<file path="src/rtl/seg_desc_locator.sv">
module seg_desc_locator #(
  parameter int ADDR_W = 32,
  parameter int LIM_W  = 16,
  parameter int SEL_W  = 16,
  parameter int ATTR_W = 8
) (
  input  logic              clk,
  input  logic              rst_n,
  input  logic              ld_valid,
  input  logic              ld_local,
  input  logic [ADDR_W-1:0] ld_base,
  input  logic [LIM_W-1:0]  ld_limit,
  input  logic [SEL_W-1:0]  ld_sel,
  input  logic [ATTR_W-1:0] ld_attr,
  output logic              ld_ack,
  output logic              ld_fault,
  input  logic              lk_valid,
  input  logic [SEL_W-1:0]  lk_sel,
  input  logic              lk_access,
  output logic              out_done,
  output logic [ADDR_W-1:0] out_addr,
  output logic              out_fault,
  output logic [SEL_W-1:0]  ldt_sel_q,
  output logic [ATTR_W-1:0] ldt_attr_q
);
  localparam int IDX_W = SEL_W - 3;
  localparam int CMP_W = (SEL_W > LIM_W) ? SEL_W : LIM_W;

  logic [ADDR_W-1:0] gdt_base, ldt_base;
  logic [LIM_W-1:0]  gdt_limit, ldt_limit;
  logic              ldt_null;

  // lookup path
  wire [IDX_W-1:0]  lk_idx     = lk_sel[SEL_W-1:3];
  wire              lk_ti      = lk_sel[2];
  wire              lk_is_null = !lk_ti && (lk_idx == '0);
  wire [LIM_W-1:0]  lk_lim     = lk_ti ? ldt_limit : gdt_limit;
  wire [ADDR_W-1:0] lk_base    = lk_ti ? ldt_base : gdt_base;
  wire [CMP_W-1:0]  lk_last    = CMP_W'({lk_idx, 3'b111});
  wire              lk_over    = lk_last > CMP_W'(lk_lim);
  wire              lk_flt     = lk_is_null ? lk_access : ((lk_ti && ldt_null) || lk_over);
  wire [ADDR_W-1:0] lk_addr    = lk_base + ADDR_W'({lk_idx, 3'b000});

  // load path
  wire [IDX_W-1:0]  ld_idx     = ld_sel[SEL_W-1:3];
  wire              ld_is_null = !ld_sel[2] && (ld_idx == '0);
  wire [CMP_W-1:0]  ld_last    = CMP_W'({ld_idx, 3'b111});
  wire              ld_over    = ld_last > CMP_W'(gdt_limit);
  wire              ld_rej     = ld_local && (ld_sel[2] || (!ld_is_null && ld_over));
  wire              ldt_wr     = ld_valid && ld_local && !ld_rej;

  always_ff @(posedge clk) begin
    if (!rst_n) begin
      gdt_base   <= '0;
      gdt_limit  <= '0;
      ldt_base   <= '0;
      ldt_limit  <= '0;
      ldt_null   <= 1'b1;
      ldt_sel_q  <= '0;
      ldt_attr_q <= '0;
      ld_ack     <= 1'b0;
      ld_fault   <= 1'b0;
      out_done   <= 1'b0;
      out_fault  <= 1'b0;
      out_addr   <= '0;
    end else begin
      ld_ack   <= ld_valid;
      ld_fault <= ld_valid && ld_rej;
      if (ld_valid && !ld_local) begin
        gdt_base  <= ld_base;
        gdt_limit <= ld_limit;
      end
      if (ldt_wr) begin
        ldt_sel_q <= ld_sel;
        ldt_null  <= ld_is_null;
        if (ld_is_null) begin
          ldt_base   <= '0;
          ldt_limit  <= '0;
          ldt_attr_q <= '0;
        end else begin
          ldt_base   <= ld_base;
          ldt_limit  <= ld_limit;
          ldt_attr_q <= ld_attr;
        end
      end
      out_done  <= lk_valid;
      out_fault <= lk_valid && lk_flt;
      if (lk_valid) out_addr <= lk_addr;
    end
  end
endmodule


</file>
<file path="config.mk">
export PLATFORM = sky130hd
export DESIGN_NAME = seg_desc_locator
export DESIGN_NICKNAME = d
export VERILOG_FILES = /design/src/rtl/seg_desc_locator.sv
export SDC_FILE = /design/constraint.sdc
export NUM_CORES = 1
export LEC_CHECK = 0
export ABC_CLOCK_PERIOD_IN_PS = 10300
export BUFFER_PORTS_ARGS = -buffer_cell sky130_fd_sc_hd__buf_2
export CORE_MARGIN = 2
export CORE_UTILIZATION = 35
export CTS_CLUSTER_SIZE = 10
export DETAILED_ROUTE_END_ITERATION = 6
export GPL_TIMING_DRIVEN = 0
export SLEW_MARGIN = 40
export SYNTH_ARGS = -nofsm -noshare
export SYNTH_HDL_FRONTEND = slang
export SYNTH_SLANG_ARGS = --single-unit
export TNS_END_PERCENT = 10
</file>
<file path="constraint.sdc">
create_clock -name clk -period 10.3 [get_ports clk]
set_clock_uncertainty 0.15 [all_clocks]
set_input_delay 1.03 -clock clk [delete_from_list [all_inputs] [get_ports clk]]
set_output_delay 1.03 -clock clk [all_outputs]
set_load 0.03 [all_outputs]
</file>
==> summary.md, run 1 <==
The run finished with clean final reports. The analysis attributes to cell leakage a power of 4.023 nW. For the DRC marker count from the first detailed-route iteration, the log shows 435. For this design, the CTS-stage hold fixing added 0 buffers.

The most numerous cell type found on the critical path is sky130_fd_sc_hd__buf_2. Port buffering added 150 buffers. The run gives 21820 um^2 as the placeable core region. For this run, the post-layout net count is 1238. The tools report the remaining number of nets flagged by the antenna check after routing as 0.

The arrival time of the worst setup path is 5080 ps, and the portion of the post-synthesis area used by sequential elements is 0.4049. The final total negative setup slack was 0 ps. In this run the mean area of a mapped cell was 8.302 um^2. For the pin with the worst max-slew slack, the measured transition is 764.2 ps. The congestion estimate from routability-driven global placement came to 0.8354.

The total number of yosys warnings is 0, and the sink count of the clock tree is 157. The number of antenna violations at the first check in global routing was 4. The primary flip-flop cell chosen by synthesis mapping was sky130_fd_sc_hd__dfxtp_1. The number of synthesized flops with an enable pin came out at 0.

First-pass GRT wire length: 38730 um. The cell count of the worst reg-to-reg path was 11; the fraction of registers with async set/reset was 0. The final design utilization came out at 0.4348. The startpoint identified for the worst hold timing path is ldt_sel_q[2]. The run gives 10470 ps as the critical path required time. The final cycle utilization of the critical path was 0.4770; the number of hold violations in the final report was 0.

The die outline width is 152.9 um. Walking the worst path, the cells encountered are buf_6 > buf_2 > buf_2 > buf_2 > buf_2 > mux2_2 > ha_1 > fa_1 > a21o_1 > a31o_2 > a21oi_1 > nor2_1 > nand2_1 > nor3_1 > a311o_1. The critical path is of the in -> reg type. Entering global routing, the biggest net connects 17 pins. The worst slew margin relative to its limit was 0.4878. The met3 routed wirelength is 1677 um, and the largest vdd supply drop is 0.1081 mV.

The worst hold path was traced through 2 stages. The number of distinct library cells after synthesis is 56, and the via-per-instance ratio is 5.211. The tool flagged a number of max-cap violations equal to 0. Summed over all layers, the routed wires come to 24320 um. The detailed router used layers up to and including met5. The logs give 0 for the number of setup buffers added after CTS and 7295 for the via count of the routed design. The reg-to-reg critical path endpoint was ldt_base[7].

The worst setup path is captured at a register. The count of instances resized after the clock tree is built came out at 0. The worst reg2reg path startpoint was gdt_limit[13]. The total of fill cells in the finished design is 2241. The largest single stage delay on the critical path is 430 ps.

The dominant cell type by area after synthesis is sky130_fd_sc_hd__dfxtp_1. After synthesis, the cell types taking the most area are sky130_fd_sc_hd__dfxtp_1 (40%), sky130_fd_sc_hd__nand2_1 (9.7%), sky130_fd_sc_hd__ha_1 (6.3%), sky130_fd_sc_hd__nand3_1 (5.9%), sky130_fd_sc_hd__mux2i_1 (5.4%). The fraction of layout instances using a drive strength above 1 is 0.1907.

After detailed routing, the number of remaining DRC violations is 0. The first detailed-routing pass ran for 5 iterations. The run gives 0.2089 as the global-route total usage across every layer. The routed design uses 10600 um of met2 wire. The total count of max-transition violations in the final report was 0; the number of global-route vias before repair was 7064.

The tools report the residual overflow from global routing as 0. Power spread over the standard cell area amounts to 158.6 nW/um^2. The nature of the critical path startpoint is an input pin. When the netlist entered floorplanning its net count stood at 1069.

The tools report the root buffer cell as sky130_fd_sc_hd__clkbuf_16. The worst hold path terminates at ldt_sel_q[2]. The die covers 23390 um^2.

The summed instance area of the synthesized netlist is 7762 um^2, and the routed length per instance is 17.37 um. 154 I/O pins were placed. The worst path needs 4914 ps of the cycle, external delays included. The detailed router put a total of 11340 um of wire on met1. The number of rows created at floorplan was 54. From bottom edge to top edge, the die measures 152.9 um.

The highest fanout seen on the critical path was 10. TritonCTS built the clock tree. The cell count after synthesis came out at 935. The share of the synthesized area in the top cell type works out to 0.4049.

For flop-to-flop paths, the worst setup slack is 7150 ps. Static timing analysis puts the maximum clock frequency at 203.5 MHz. Relative to the synthesized area, the layout overhead comes to 22.23%. Clock-pin slew was measured on the worst setup and hold paths at 60 ps. The clock buffer count from CTS was 17; the sum of net half-perimeters after detailed placement was 18590 um. Synthesis inferred 157 register bits.

The clock passes through at most 2 buffers. The class of the most critical hold timing path is reg -> reg. CTS built an H-tree with a depth of 4. The slowest cell on the critical path is sky130_fd_sc_hd__a21oi_1.

The initial standard-cell utilization of the core is 0.3557. The run gives 0 as the setup-violating endpoint count in the final report. The later-pin clock latency in the skew report is 430 ps. Setup repair after global routing left no endpoint under its margin.
## synth_stat cells, drive strengths merged (2+ instances only)
| library cell | instances |
|---|---|
| nor3b | 2 |
| o31ai | 3 |
| xor2 | 6 |
| a21oi | 24 |
| o211ai | 3 |
| dfxtp | 157 |
| a211oi | 2 |
| nor2 | 15 |
| nand2 | 201 |
| inv | 21 |
| mux2i | 42 |
| nor2b | 17 |
| nand3 | 92 |
| nor4 | 7 |
| a21boi | 50 |
| buf | 17 |
| xnor2 | 14 |
| nand2b | 3 |
| nor3 | 9 |
| a21o | 7 |
| o21ai | 89 |
| nand3b | 5 |
| ha | 39 |
| mux2 | 17 |
| nand4 | 13 |
| and2 | 2 |
| a211o | 2 |
| and3 | 3 |
| and4 | 2 |
| a31oi | 4 |
| clkbuf | 44 |
| o211a | 7 |
## flip-flops by register name, indices dropped and copies added (netlist names)
register    cells
gdt_base       32
out_addr       32
ldt_base       32
ldt_attr_q      8
gdt_limit      16
out_fault       1
ldt_sel_q      16
ld_ack          1
ldt_null        1
out_done        1
ld_fault        1
ldt_limit      16
## through the flow
stage          power, mW  cells  area, um^2  hold WS, ps  setup slack, ps
2_1_floorplan     0.7697    935        7762        274.9             5753
3_3_place_gp      0.8427   1365        8864        265.3             4929
3_5_place_dp      0.8451   1365        8864        272.0             4935
4_1_cts            1.514   1397        9480        286.7             5380
5_1_grt            1.562   1397        9480        295.5             5153
6_report           1.505   1400        9488        289.4             5386
## layer usage
| layer | vias up | GRT usage |
|---|---|---|
| met2 | 214 | 0.3188 |
| met3 | 43 | 0.05585 |
| met4 | 2 | 0.07628 |
| li1 | 3611 | - |
| met1 | 3425 | 0.2839 |
| met5 | - | 0 |
## how the worst max path moves through the flow
stage | startpoint | to | slack [ps] | depth (start not counted)
6_report | lk_sel[2] | out_addr[19] | 5390 | 15
5_1_grt | lk_sel[2] | out_addr[19] | 5150 | 15
4_1_cts | lk_sel[2] | out_addr[19] | 5380 | 15
3_5_place_dp | lk_sel[2] | out_addr[19] | 4930 | 15
3_3_place_gp | lk_sel[2] | out_addr[19] | 4930 | 15
2_1_floorplan | lk_sel[2] | out_addr[19] | 5750 | 15
## power breakdown
group	total [mW]	internal (mW)	switching, mW	leakage [nW]
Combinational	0.190	0.0687	0.122	2.45
Clock	0.672	0.413	0.260	0.295
Sequential	0.642	0.629	0.0130	1.28
## cell families (layout without fill, tap and decap cells)
group | count (synthesis) | in the layout | share of synthesized area
simple gates | 374 | 374 | 0.2211
compound gates | 203 | 203 | 0.1646
flops | 157 | 157 | 0.4049
buf+inv | 82 | 264 | 0.04255
mux | 59 | 59 | 0.07882
fa+ha+maj | 40 | 40 | 0.06544
xor+xnor | 20 | 20 | 0.02257
other cells | 0 | 3 | 0
## layout by cell type (no fill, tap or decap), drive strengths merged, types with 24 or more instances in the layout
| master | synthesis | final |
|---|---|---|
| nand2 | 201 | 201 |
| buf | 17 | 167 |
| dfxtp | 157 | 157 |
| nand3 | 92 | 92 |
| o21ai | 89 | 89 |
| clkbuf | 44 | 66 |
| a21boi | 50 | 50 |
| mux2i | 42 | 42 |
| ha | 39 | 39 |
| a21oi | 24 | 24 |
## layout make-up
type                    count  area, um^2  share of cell area
multi-input cells         696        4289              0.4521
flip-flops and latches    157        3143              0.3313
repair buffers            150       750.7             0.07912
clock buffers              22       454.2             0.04787
well taps                 280       350.3             0.03692
plain buffers              61       251.5             0.02651
clock inverters            10       162.7             0.01714
inverters                  21       78.83            0.008308
diodes                      3       7.507           0.0007912
## worst max-delay path: cells and delay by family
family                     cells  cell delay [ps]
buffers and inverters          5             1440
AOI/OAI and AO/OA              4             1200
adders and majority gates      2              640
muxes                          1              380
and+or+nand+nor                3              380
(Power assumes the default switching activity.)
==> run 2, diff against run 1 <==
- ABC_AREA: default -> 1
- ABC_CLOCK_PERIOD_IN_PS: 10300 -> 4130
- clock period: 10.3 -> 4.13 ns (I/O delays scaled with it)
==> summary.md, run 2 <==
The later-pin clock latency in the skew report is 440 ps (about the same). The number of setup buffers added after CTS came out at 0 (unchanged). The mean post-synth cell area came out at 6.121 um^2 (-26%). Slowest cell on the critical path: sky130_fd_sc_hd__buf_1. Setup repair after global routing left no endpoint under its margin. TritonCTS built the clock tree. The library cells used most frequently in the layout, excluding fill and tap cells, are sky130_fd_sc_hd__nand2_1 (400), sky130_fd_sc_hd__nor2_1 (272), sky130_fd_sc_hd__inv_1 (223), sky130_fd_sc_hd__buf_2 (160), sky130_fd_sc_hd__dfxtp_1 (157). The maximum number of pins on one net before global-route repair was 17 (unchanged).

The fraction of layout instances using a drive strength above 1 works out to 0.1328 (-0.05793). The remaining number of nets flagged by the antenna check after routing was 0 (unchanged); the routed length per instance was 14.12 um (-19%). Count of instances resized after the clock tree is built: 0 (unchanged). The via-per-instance ratio works out to 4.637 (-11%). The final total negative setup slack came out at 0 ps (unchanged).

The count of max-cap constraint violations was 0 (unchanged); the number of antenna violations at the first check in global routing was 4 (unchanged). The run gives 586 (+35%) as the DRC marker count from the first detailed-route iteration. For the H-tree depth, the log shows 4 (unchanged). The cell family with the largest share of critical-path delay was buffers and inverters. After layout, the minimum clock period comes to 2908 ps. The fraction of registers with async set/reset works out to 0 (unchanged). The share of the synthesized area in the top cell type is 0.3554 (-0.04955), and the number of global-route vias before repair is 8520 (+21%). The number of gates on the worst path with buffers counted is 12 (-3).

The final design utilization is 0.4238 (-0.01094), and the number of hold violations in the final report is 0 (unchanged). The run gives 5.785 nW (+44%) as the leakage component of the power. The power density relative to cell area was 367.7 nW/um^2 (+130%); the total of hold buffers inserted after clock tree synthesis was 0 (unchanged). The tools report the number of rows created at floorplan as 58 (+7.4%). For the total number of yosys warnings, the log shows 0 (unchanged). The setup-violating endpoint count in the final report is 0 (unchanged), and the number of standard cells after synthesis is 1445 (+55%). The number of synthesized flops with an enable pin was 0 (unchanged); the number of top-level pins was 154 (unchanged). The worst path buffer plus inverter count is 4 (-1).

STA classifies the critical path startpoint as an input pin. By area the synthesized netlist is led by sky130_fd_sc_hd__dfxtp_1 (36%), sky130_fd_sc_hd__nand2_1 (17%), sky130_fd_sc_hd__nor2_1 (12%), sky130_fd_sc_hd__inv_1 (9.5%), sky130_fd_sc_hd__o21ai_0 (6.3%). The initial standard-cell utilization of the core was 0.3543 (-0.001393); the highest fanout seen on the critical path was 10 (unchanged).

The die outline width is 163.0 um (+6.6%). The logs give 0.8944 (+7.1%) for the global placer's final weighted congestion and 21160 um (+14%) for the sum of net half-perimeters after detailed placement. The total count of max-transition violations in the final report is 0 (unchanged), and the number of DRC violations after detailed routing is 0 (unchanged).

The summed instance area of the synthesized netlist was 8845 um^2 (+14%); the residual overflow from global routing was 0 (unchanged). The run gives 17 (unchanged) as the clock buffer count from CTS. Growth of design area from synthesis to finish: 19.62%. Port buffer count: 150 (unchanged).

The run gives 157 (unchanged) as the sink count of the clock tree. The run gives 45.95 ps (-243.4 ps) as the worst hold slack. The tools report the worst slew margin relative to its limit as 0.4552 (-0.03253). The timing-limited maximum frequency came out at 343.9 MHz. The largest registers in the layout are gdt_base x32, ldt_base x32, out_addr x32. The signal on the critical path passes through buf_2 > buf_2 > buf_1 > buf_1 > o21ai_0 > ha_1 > nand2_1 > nor2_1 > nand4_1 > o21ai_0 > nand2_1 > a21oi_1.

Longest individual stage delay on the worst path: 460 ps (+30 ps). The total of fill cells in the finished design is 2761 (+23%), and the number of cells on the worst hold path is 3 (+1). The tools report the number of nets at the end of the flow as 1748 (+41%). The cell count of the worst reg-to-reg path came out at 14 (+3). For the die outline area, the log shows 26560 um^2 (+14%). The arrival time of the worst setup path is 3090 ps (-1990 ps). In the synthesized netlist the dominant register cell turns out to be sky130_fd_sc_hd__dfxtp_1. The tools report the placeable core region as 24960 um^2 (+14%). For the post-route non-filler standard cell count, the log shows 1959 (+40%). STA classifies the critical path endpoint as a register. The setup path with the least slack is of type in -> reg. The final cycle utilization of the critical path was 0.7041. The via count of the routed design was 9083 (+25%); the iteration count of the initial detailed-routing pass was 5 (unchanged).

For the synthesized net count, the log shows 1579 (+48%). Leaving out fill and tap cells, the most frequent cell in the layout is sky130_fd_sc_hd__nand2_1. After synthesis, the most frequently instantiated cells are sky130_fd_sc_hd__nand2_1 (400), sky130_fd_sc_hd__nor2_1 (272), sky130_fd_sc_hd__inv_1 (223). The first-pass GRT wire length is 43820 um (+13%). Flip-flop and latch count after synthesis: 157 (unchanged). The run finished with clean final reports. The most common cell in the synthesized netlist is sky130_fd_sc_hd__nand2_1. In this run the worst hold path is classified as in -> reg. For the maximum root-to-sink buffer count, the log shows 2 (unchanged). The root buffer cell is sky130_fd_sc_hd__clkbuf_16. The run gives 27650 um (+14%) as the wire length reported by the detailed router.

The critical path required time was 4320 ps (-6150 ps). The number of cells after detailed placement was 1925 (+41%). The die outline height came out at 163.0 um (+6.6%). The number of distinct library cells after synthesis was 31 (-45%); the post-placement cell area was 10010 um^2 (+13%).

Clock transition at the register clock pins on the worst setup and hold paths after CTS: 70 ps (about the same). The dominant cell type by area after synthesis was sky130_fd_sc_hd__dfxtp_1. The actual slew at the worst max-slew pin was 817.1 ps (+52.96 ps); the portion of the post-synthesis area used by sequential elements was 0.3554 (-0.04955). Largest vdd supply drop: 0.2138 mV (+98%).

The global-route total usage across every layer is 0.2117 (+0.002862), and the reg2reg setup slack is 1670 ps (-5480 ps). The run gives 10580 um^2 (+12%) as the final instance area.
run 2: final cells by class:
type	count	area, um^2	share of cell area
Inverter	226	848.3	0.08018
Multi-Input combinational cell	998	4552	0.4302
Clock buffer	20	456.7	0.04316
Antenna cell	2	5.005	0.0004730
Tap cell	330	412.9	0.03903
Clock inverter	12	110.1	0.01041
Sequential cell	157	3143	0.2971
Timing Repair Buffer	150	750.7	0.07096
Buffer	64	301.5	0.02850
run 2: metal layers:
layer | up-vias | track usage | routed length, um
li1 | 4745 | - | -
met1 | 4018 | 0.2745 | 12670
met2 | 264 | 0.3401 | 12300
met3 | 52 | 0.05297 | 1836
met4 | 4 | 0.07844 | 817
met5 | - | 0 | 27
run 2: where the power goes:
group,leakage [nW],internal [mW],switching (mW)
clock,0.269,0.864,0.689
combinational,4.23,0.226,0.464
sequential,1.29,1.60,0.0439
total,5.78,2.69,1.20
run 2: cell families after synthesis:
kind of cell | count (synthesis) | synth area share
adder cells (fa/ha/maj) | 40 | 0.05743
AND/OR/NAND/NOR | 749 | 0.3329
AO/OA/AOI/OAI | 198 | 0.1135
buffers and inverters | 290 | 0.1300
flip-flops | 157 | 0.3554
XOR/XNOR | 11 | 0.01089
run 2: path summary, 6_finish.rpt:
| path | from | to |
|---|---|---|
| setup / recovery | lk_sel[2] | out_fault |
| hold / removal | ld_sel[0] | ldt_sel_q[0] |
| setup reg to reg | gdt_base[3] | out_addr[31] |
| hold reg to reg | ldt_sel_q[2] | ldt_sel_q[2] |
run 2: stage by stage:
stage                     setup WS [ps]  total power, mW
after floorplan                    1502            2.129
after global placement            852.2            2.356
after detailed placement          806.6            2.366
after CTS                          1276            3.911
after global routing              997.3            4.068
final                              1222            3.890
run 2: worst reg2reg max path, cell delays in order (launching register included):
cell and delay [ps]:
sky130_fd_sc_hd__dfxtp_1 320, sky130_fd_sc_hd__nand2_1 60, sky130_fd_sc_hd__o21ai_0 90, sky130_fd_sc_hd__ha_1 270, sky130_fd_sc_hd__fa_1 440, sky130_fd_sc_hd__nand3_1 110
sky130_fd_sc_hd__nand3_1 160, sky130_fd_sc_hd__nand3_1 120, sky130_fd_sc_hd__nand3_1 130, sky130_fd_sc_hd__nand2_1 110, sky130_fd_sc_hd__nand2_2 80, sky130_fd_sc_hd__nand3_1 70
sky130_fd_sc_hd__nand2_1 60, sky130_fd_sc_hd__nor2_1 160, sky130_fd_sc_hd__nor2_1 50
